### src/rtl/zcg_pkg.sv
package zcg_pkg;

    localparam int unsigned TO_MAX = 24576;
    localparam int          CNT_W  = $clog2(TO_MAX + 1);

    typedef enum logic [1:0] {
        TO_SHORT = 2'b00,
        TO_MID   = 2'b01,
        TO_LONG  = 2'b10,
        TO_MAXC  = 2'b11
    } to_code_e;

    typedef enum logic [1:0] {
        SRC_NONE,
        SRC_HOST,
        SRC_REC,
        SRC_LIM
    } gain_src_e;

    // Timeout in strobes; 48 kHz timing uses 1.5x the 32 kHz count.
    function automatic logic [CNT_W-1:0] to_limit(input logic rate48,
                                                  input logic [1:0] code,
                                                  input int shift);
        logic [31:0] base;
        case (to_code_e'(code))
            TO_SHORT: base = 32'd256;
            TO_MID:   base = 32'd512;
            TO_LONG:  base = 32'd2048;
            default:  base = 32'd16384;
        endcase
        if (rate48) base = base + (base >> 1);
        base = base >> shift;
        if (base == 32'd0) base = 32'd1;
        return base[CNT_W-1:0];
    endfunction

endpackage

### src/rtl/zcg_zero_detect.sv
module zcg_zero_detect #(
    parameter int SAMPLE_W = 16
) (
    input  logic                clk,
    input  logic                rst,
    input  logic                stb,
    input  logic [SAMPLE_W-1:0] sample,
    output logic                zc
);
    logic prev_neg;

    assign zc = stb & ((sample == '0) | (sample[SAMPLE_W-1] != prev_neg));

    always_ff @(posedge clk) begin
        if (rst)      prev_neg <= 1'b0;
        else if (stb) prev_neg <= sample[SAMPLE_W-1];
    end
endmodule

### src/rtl/zcg_channel.sv
module zcg_channel
    import zcg_pkg::*;
#(
    parameter int          GAIN_W     = 8,
    parameter int          SAMPLE_W   = 16,
    parameter int          TO_SHIFT   = 0,
    parameter logic [GAIN_W-1:0] RESET_GAIN = '0
) (
    input  logic                clk,
    input  logic                rst,
    input  logic                stb,
    input  logic                rate48,
    input  logic [1:0]          to_sel,
    input  logic [SAMPLE_W-1:0] sample,
    input  logic                host_req,
    input  logic [GAIN_W-1:0]   host_gain,
    input  logic                rec_req,
    input  logic [GAIN_W-1:0]   rec_gain,
    input  logic                lim_req,
    input  logic [GAIN_W-1:0]   lim_gain,
    output logic [GAIN_W-1:0]   gain,
    output logic                busy
);
    logic              zc;
    logic [CNT_W-1:0]  limit;
    logic [CNT_W-1:0]  cnt;
    logic [CNT_W-1:0]  cnt_base;
    logic [CNT_W:0]    cnt_nxt;
    logic [GAIN_W-1:0] pend;
    logic [GAIN_W-1:0] pend_nxt;
    logic              accept;
    logic              armed;
    logic              hit;
    gain_src_e         src;

    zcg_zero_detect #(.SAMPLE_W(SAMPLE_W)) u_zd (
        .clk    (clk),
        .rst    (rst),
        .stb    (stb),
        .sample (sample),
        .zc     (zc)
    );

    assign limit = to_limit(rate48, to_sel, TO_SHIFT);

    always_comb begin
        if (lim_req)       src = SRC_LIM;
        else if (host_req) src = SRC_HOST;
        else if (rec_req)  src = SRC_REC;
        else               src = SRC_NONE;
    end

    assign accept   = (src == SRC_HOST) || (src == SRC_REC);
    assign pend_nxt = (src == SRC_HOST) ? host_gain :
                      (src == SRC_REC)  ? rec_gain  : pend;
    assign armed    = busy | accept;
    assign cnt_base = busy ? cnt : '0;
    assign cnt_nxt  = {1'b0, cnt_base} + {{CNT_W{1'b0}}, 1'b1};
    assign hit      = zc | (cnt_nxt >= {1'b0, limit});

    always_ff @(posedge clk) begin
        if (rst) begin
            gain <= RESET_GAIN;
            busy <= 1'b0;
            pend <= RESET_GAIN;
            cnt  <= '0;
        end else if (src == SRC_LIM) begin
            gain <= lim_gain;
            busy <= 1'b0;
            cnt  <= '0;
        end else if (armed) begin
            if (stb && hit) begin
                gain <= pend_nxt;
                busy <= 1'b0;
                cnt  <= '0;
            end else begin
                busy <= 1'b1;
                pend <= pend_nxt;
                cnt  <= stb ? cnt_nxt[CNT_W-1:0] : cnt_base;
            end
        end
    end
endmodule

### src/rtl/zcg_gain_updater.sv
module zcg_gain_updater #(
    parameter int                GAIN_W     = 8,
    parameter int                SAMPLE_W   = 16,
    parameter int                TO_SHIFT   = 0,
    parameter logic [GAIN_W-1:0] RESET_GAIN = '0
) (
    input  logic                  clk,
    input  logic                  rst,
    input  logic                  smp_stb,
    input  logic                  rate48,
    input  logic [SAMPLE_W-1:0]   smp_l,
    input  logic [SAMPLE_W-1:0]   smp_r,
    input  logic [1:0]            to_sel,
    input  logic [1:0]            host_req,
    input  logic [1:0][GAIN_W-1:0] host_gain,
    input  logic [1:0]            rec_req,
    input  logic [1:0][GAIN_W-1:0] rec_gain,
    input  logic [1:0]            lim_req,
    input  logic [1:0][GAIN_W-1:0] lim_gain,
    output logic [1:0][GAIN_W-1:0] gain,
    output logic [1:0]            busy
);
    localparam int N_CH = 2;

    logic [N_CH-1:0][SAMPLE_W-1:0] smp;
    assign smp[0] = smp_l;
    assign smp[1] = smp_r;

    for (genvar c = 0; c < N_CH; c++) begin : g_ch
        zcg_channel #(
            .GAIN_W     (GAIN_W),
            .SAMPLE_W   (SAMPLE_W),
            .TO_SHIFT   (TO_SHIFT),
            .RESET_GAIN (RESET_GAIN)
        ) u_ch (
            .clk       (clk),
            .rst       (rst),
            .stb       (smp_stb),
            .rate48    (rate48),
            .to_sel    (to_sel),
            .sample    (smp[c]),
            .host_req  (host_req[c]),
            .host_gain (host_gain[c]),
            .rec_req   (rec_req[c]),
            .rec_gain  (rec_gain[c]),
            .lim_req   (lim_req[c]),
            .lim_gain  (lim_gain[c]),
            .gain      (gain[c]),
            .busy      (busy[c])
        );
    end
endmodule

### config.mk
export PLATFORM = sky130hd
export DESIGN_NAME = zcg_gain_updater
export DESIGN_NICKNAME = d
export VERILOG_FILES = /design/src/rtl/zcg_pkg.sv /design/src/rtl/zcg_zero_detect.sv /design/src/rtl/zcg_channel.sv /design/src/rtl/zcg_gain_updater.sv
export SDC_FILE = /design/constraint.sdc
export NUM_CORES = 1
export LEC_CHECK = 0
export ABC_AREA = 0
export BUFFER_PORTS_ARGS = -buffer_cell sky130_fd_sc_hd__buf_2
export CORE_ASPECT_RATIO = 0.6
export CORE_MARGIN = 8
export CORE_UTILIZATION = 47
export CTS_BUF_LIST = sky130_fd_sc_hd__clkbuf_8 sky130_fd_sc_hd__clkbuf_16
export CTS_CLUSTER_DIAMETER = 200
export DETAILED_ROUTE_END_ITERATION = 8
export GPL_TIMING_DRIVEN = 1
export PLACE_DENSITY_LB_ADDON = 0.1
export REMOVE_ABC_BUFFERS = 1
export SYNTH_ARGS = -nofsm -noshare
export SYNTH_HDL_FRONTEND = slang
export SYNTH_HIERARCHICAL = 1
export SYNTH_SLANG_ARGS = --single-unit
export TNS_END_PERCENT = 1
### constraint.sdc
create_clock -name clk -period 6.9 [get_ports clk]
set_input_delay 0.345 -clock clk [delete_from_list [all_inputs] [get_ports clk]]
set_output_delay 0.345 -clock clk [all_outputs]
set_load 0.02 [all_outputs]
# Yosys cells after proc, flatten, opt, wreduce, memory -nomap -nowiden
# Cells that the tools add are included.
# totals
reg_bits	66
in_bits	92
output_inout_bits	18
# classes
n_addsub	3
order_cmp	2
n_eq_ne	10
n_mux	27
bitwise	12
n_reduce_logical	18
# ops
cell	n
15-bit 2-to-1 mux	7
8-bit 2-to-1 mux	10
15-bit one-hot mux with 3 select lines	1
15-bit by 1-bit adder with 16-bit output (second input constant)	2
16-bit by 15-bit >= comparator with 1-bit output	2
16-bit logical NOT	2
32-bit logical NOT	1
15-bit by 14-bit adder with 16-bit output	1
16-bit 2-to-1 mux	1
2-bit 2-to-1 mux	6
2-bit == test (second input constant)	5
2-bit nonzero test	4
2-bit by 1-bit == test with 1-bit output (second input constant)	3
1-bit bitwise OR	6
3-bit AND reduction	2
1-bit inverter	4
2-bit AND reduction	2
2-bit OR reduction	2
1-bit bitwise AND	2
1-bit logical AND	2
2-bit logical NOT	1
1-bit logical OR	2
1-bit 2-to-1 mux	2
1-bit inequality test	2

# Longest topological paths before layout
# depth
ltp_word	12
ltp_mapped	18
mapped_depth_nobuf	14

# Hierarchy
# Netlist, hierarchy kept.
# by_module_without_submodules
mod	n_inst	cells_per_inst	area_each_um2	seq_area_each_um2
zcg_channel (g_ch[0].u_ch)	1	295	2379.8	640.6
zcg_channel (g_ch[1].u_ch)	1	292	2304.7	640.6
zcg_zero_detect	2	10	93.8	20.0

# Worst setup path after synthesis
# Ideal clock, no wire load.
# synth_path
path_kind	flip-flop to flip-flop
startpoint	register g_ch[0].u_ch.busy
endpoint	register g_ch[0].u_ch.pend[0]
t_arrival_ps	4312
required_time_ps	6804
path_slack_ps	2492
path_stages_with_launch	19
n_path_buf	5
synth_period_minus_slack_ps	4408
cell_sequence	dfxtp_1 -> clkbuf_1 -> clkbuf_1 -> clkbuf_1 -> and2_1 -> ha_1 -> clkbuf_1 -> nand2_1 -> or3_1 -> a21boi_0 -> ha_1 -> a211oi_1 -> o21ai_0 -> nor2_1 -> o311ai_4 -> or2_4 -> and2_1 -> buf_6 -> o41ai_2
# synth_between
elab_chain_cells	7
# synth_rtl
item	line_no	rtl
start, declared	zcg_channel.sv:22	output logic busy
start signal, assigned	zcg_channel.sv:64	busy <= 1'b0;
start signal, assigned	zcg_channel.sv:69	busy <= 1'b0;
start signal, assigned	zcg_channel.sv:74	busy <= 1'b0;
15-bit 2-to-1 mux	zcg_channel.sv:57	assign cnt_base = busy ? cnt : '0;
15-bit by 1-bit adder with 16-bit output	zcg_channel.sv:58	assign cnt_nxt = {1'b0, cnt_base} + {{CNT_W{1'b0}}, 1'b1};
16-bit by 15-bit >= comparator with 1-bit output	zcg_channel.sv:59	assign hit = zc | (cnt_nxt >= {1'b0, limit});
1-bit bitwise OR	zcg_channel.sv:59	
1-bit logical AND	zcg_channel.sv:72	if (stb && hit) begin
1-bit inverter (no line)	-	
3-bit AND reduction (no line) *	-	
end signal, assigned	zcg_channel.sv:78	pend <= pend_nxt;
end, declared	zcg_channel.sv:29	logic [GAIN_W-1:0] pend;
# Mark *: on every way between the ends. The rest lies on a longest branch, timed or not.
# A chain may end at the register's enable or synchronous reset.

# Worst setup path after layout
# layout_path
startpoint	register g_ch[0].u_ch.busy
endpoint	register g_ch[0].u_ch.pend[5]
# The elaborated chain is that of the path after synthesis.

==> run_results.csv <==
group,metric,value,unit
timing,period_needed,4.40,ns
clock_tree,clkSlewWorstSetupHoldPaths,0.06,ns
clock_tree,htreeDepth,3,
yosys,synth_top_family_by_area,"compound AO/OA/AOI/OAI gates",
yosys,synth_top_area_share,27.1,%
yosys,syn_area_per_cell,8.03,sq um
yosys,ys.flop_type,"dfxtp_1",
clock_tree,cts_root_buf,"clkbuf_16",
drt,wirelength,14500,um
global_routing,grt_max_degree,48,
finish,final_area,0.00571,sq mm
finish,n_fill_cell,897,
place,gp_congestion,0.901,
clock_tree,cts_tree,"built",
place,port-buffer-count,109,
die,ios,110,
clock_tree,ctsLongestPathBuffers,2,
power,ir_worst_vdd,0.000136,V
yosys,ys_async_sr_fraction,0,%
die,dieArea,0.0140,sq mm
timing,setup-tns-final,0,ns
yosys,ys_ff_latch,66,
timing,finClkSkew,0.00545,ns
worst_setup_path,worstSetupEndpointType,"flip-flop",
yosys,synth_cells,607,
yosys,ys_warn_count,6,
yosys,synth_cell_types,71,
timing,fmax,227,MHz
die,rows,28,
timing,finalCritPeriodShare,63.8,%
worst_setup_path,path_max_fanout,30,
global_routing,grt_pass1_vias,4681,
place,dp_hpwl,10700,um
timing,hold_viol_final,0,
worst_setup_path,worstPathArrival,4.63,ns
worst_setup_path,startpoint_type,"flip-flop",
yosys,synthMuxAreaShare,0.616,%
power,p_per_area,191,mW/mm^2
clock_tree,ctsResizeCount,0,
global_routing,antenna_found_initial,0,
global_routing,overflow,0,
yosys,yosys.area_share.simple,28.5,%
finish,diodes,0,
yosys,synth-compound-area-share,29.6,%
drt,drt_iter0_drc,399,
timing,rsz0062_at_grt,"false",
flow_run,max-cap-violations,0,
worst_setup_path,worstRegToRegCells,14,
worst_setup_path,crit_required,7.13,ns
yosys,synth_fa_ha_area_share,5.65,%
power,p_leak,0.00231,uW
die,core-area,0.00998,sq mm
yosys,syn-cell-area,0.00487,sq mm
drt,via_per_inst,6.07,
yosys,ys_top_cells_by_area,"dfxtp_1 27%, a21oi_1 6.5%, ha_1 5.6%",
hold_path,min_path_type,"input pin to flip-flop",
die,die_w,147,um
finish,drive_above_1_share,23.9,%
timing,max-slew-margin-rel,48.2,%
run_status,status,"finished, final reports clean",
yosys,synth_most_common_cell,"dfxtp_1",
global_routing,grt_first_pass_wirelength,23600,um
drt,post-route-drc-count,0,
yosys,seq_area_frac_synth,27.1,%
finish,syn_to_final_growth,17.2,%
place,dpl_cell_area,0.00538,sq mm
global_routing,grtUsageTotal,20.4,%
clock_tree,ctsHoldBuffers,0,
clock_tree,numCtsBuffers,9,
clock_tree,clock_latency,0.34,ns
die,dieHeight,94.9,um
clock_tree,cts_setup_buffers,0,
drt,dr.pass1.iters,4,
drt,post_drt_wl_per_cell,17.5,um
timing,drv_slew,0,
timing,setup_viol,0,
yosys,synth_top_area_cell,"dfxtp_1",
yosys,synthTopCellsByCount,"66 x dfxtp_1, 63 x a21oi_1, 55 x nand2_1",
worst_setup_path,crit_type,"flip-flop to flip-flop",
hold_path,hold_depth,3,
timing,tightest_slew,0.775,ns
yosys,synth-xor-area-share,2.52,%
clock_tree,clock_sinks,66,
finish,num-nets-final,799,
yosys,synth_edf_count,0,
drt,vias,5004,
die,initial_core_util,48.8,%
drt,ant_nets,0,
==> worst max-delay path, cell delays in order (launching register included) <==
cell and delay (ns):
dfxtp_1 0.31, buf_4 0.27, and2_1 0.22, ha_1 0.42
nand2_1 0.27, or3_1 0.39, a21boi_0 0.26, ha_1 0.31
a211oi_1 0.25, o21ai_0 0.12, nor2_1 0.21, o311ai_4 0.16
or2_4 0.34, and2_1 0.36, o41ai_2 0.38
==> placed cells by master, fill, tap and decap left out, types with 13 or more instances in the layout <==
cell	n
buf_2	109
dfxtp_1	66
a21oi_1	63
nand2_1	55
nor2_1	41
ha_1	22
a22oi_1	18
and3_1	17
and2_1	16
o21ai_0	15
nand2b_1	15
inv_1	13
nand4_1	13
==> metrics by stage <==
step | setup slack, ns | util, % | cells | hold slack [ns] | total power [uW]
after floorplan | 2.87 | - | 561 | 0.414 | 512
after global placement | 2.83 | 53.9 | 809 | 0.461 | 590
after detailed placement | 2.61 | 53.9 | 809 | 0.468 | 596
after CTS | 2.56 | 57.2 | 825 | 0.197 | 1100
after global routing | 2.21 | 57.2 | 825 | 0.197 | 1140
final | 2.50 | 57.2 | 825 | 0.207 | 1090
==> power breakdown <==
part           switching, uW  total (uW)  internal, uW
logic                    120         189          68.9
clock network            177         504           327
registers               6.20         400           394
total                    304        1090           790
==> logic make-up (layout without fill, tap and decap cells) <==
group / after synthesis / in the layout
other cells: 2 / 2
compound gates: 194 / 194
simple gates: 247 / 247
xor+xnor: 14 / 14
mux: 3 / 3
fa+ha+maj: 22 / 22
flops: 66 / 66
buf+inv: 59 / 142
==> path summary, 6_finish.rpt <==
kind / start / end / slack, ns
min reg2reg: g_ch[1].u_ch/pend[0]$_SDFFE_PP0P_ / g_ch[1].u_ch/pend[0]$_SDFFE_PP0P_ / 0.47
max: g_ch[0].u_ch/busy$_SDFFE_PP0P_ / g_ch[0].u_ch/pend[5]$_SDFFE_PP0P_ / 2.50
max reg2reg: g_ch[0].u_ch/busy$_SDFFE_PP0P_ / g_ch[0].u_ch/pend[5]$_SDFFE_PP0P_ / 2.50
min: lim_gain[15] / g_ch[1].u_ch/gain[7]$_SDFFE_PP0P_ / 0.21
==> sequential cells by signal, summed over array words and instances (netlist names) <==
signal / cells
g_ch.u_ch/gain: 16
g_ch.u_ch/u_zd/prev_neg: 2
g_ch.u_ch/cnt: 30
g_ch.u_ch/pend: 16
g_ch.u_ch/busy: 2
==> layout make-up <==
type / instances / area (sq um) / share of cell area [%]
clock buffer: 10 / 239 / 4.18
multi-input combinational: 482 / 3270 / 57.2
timing repair buffer: 113 / 576 / 10.1
sequential: 66 / 1320 / 23.1
clock inverter: 6 / 90.1 / 1.58
inverter: 13 / 48.8 / 0.855
tap: 135 / 169 / 2.96
==> metal layers <==
metal / track usage (%) / share of wire (%)
met1: 29.6 / 50
met2: 28.7 / 40
met3: 6.11 / 9.0
met4: 4.64 / 1.0
met5: 0 / 0
Note: power is estimated with default switching activity, not from simulation.
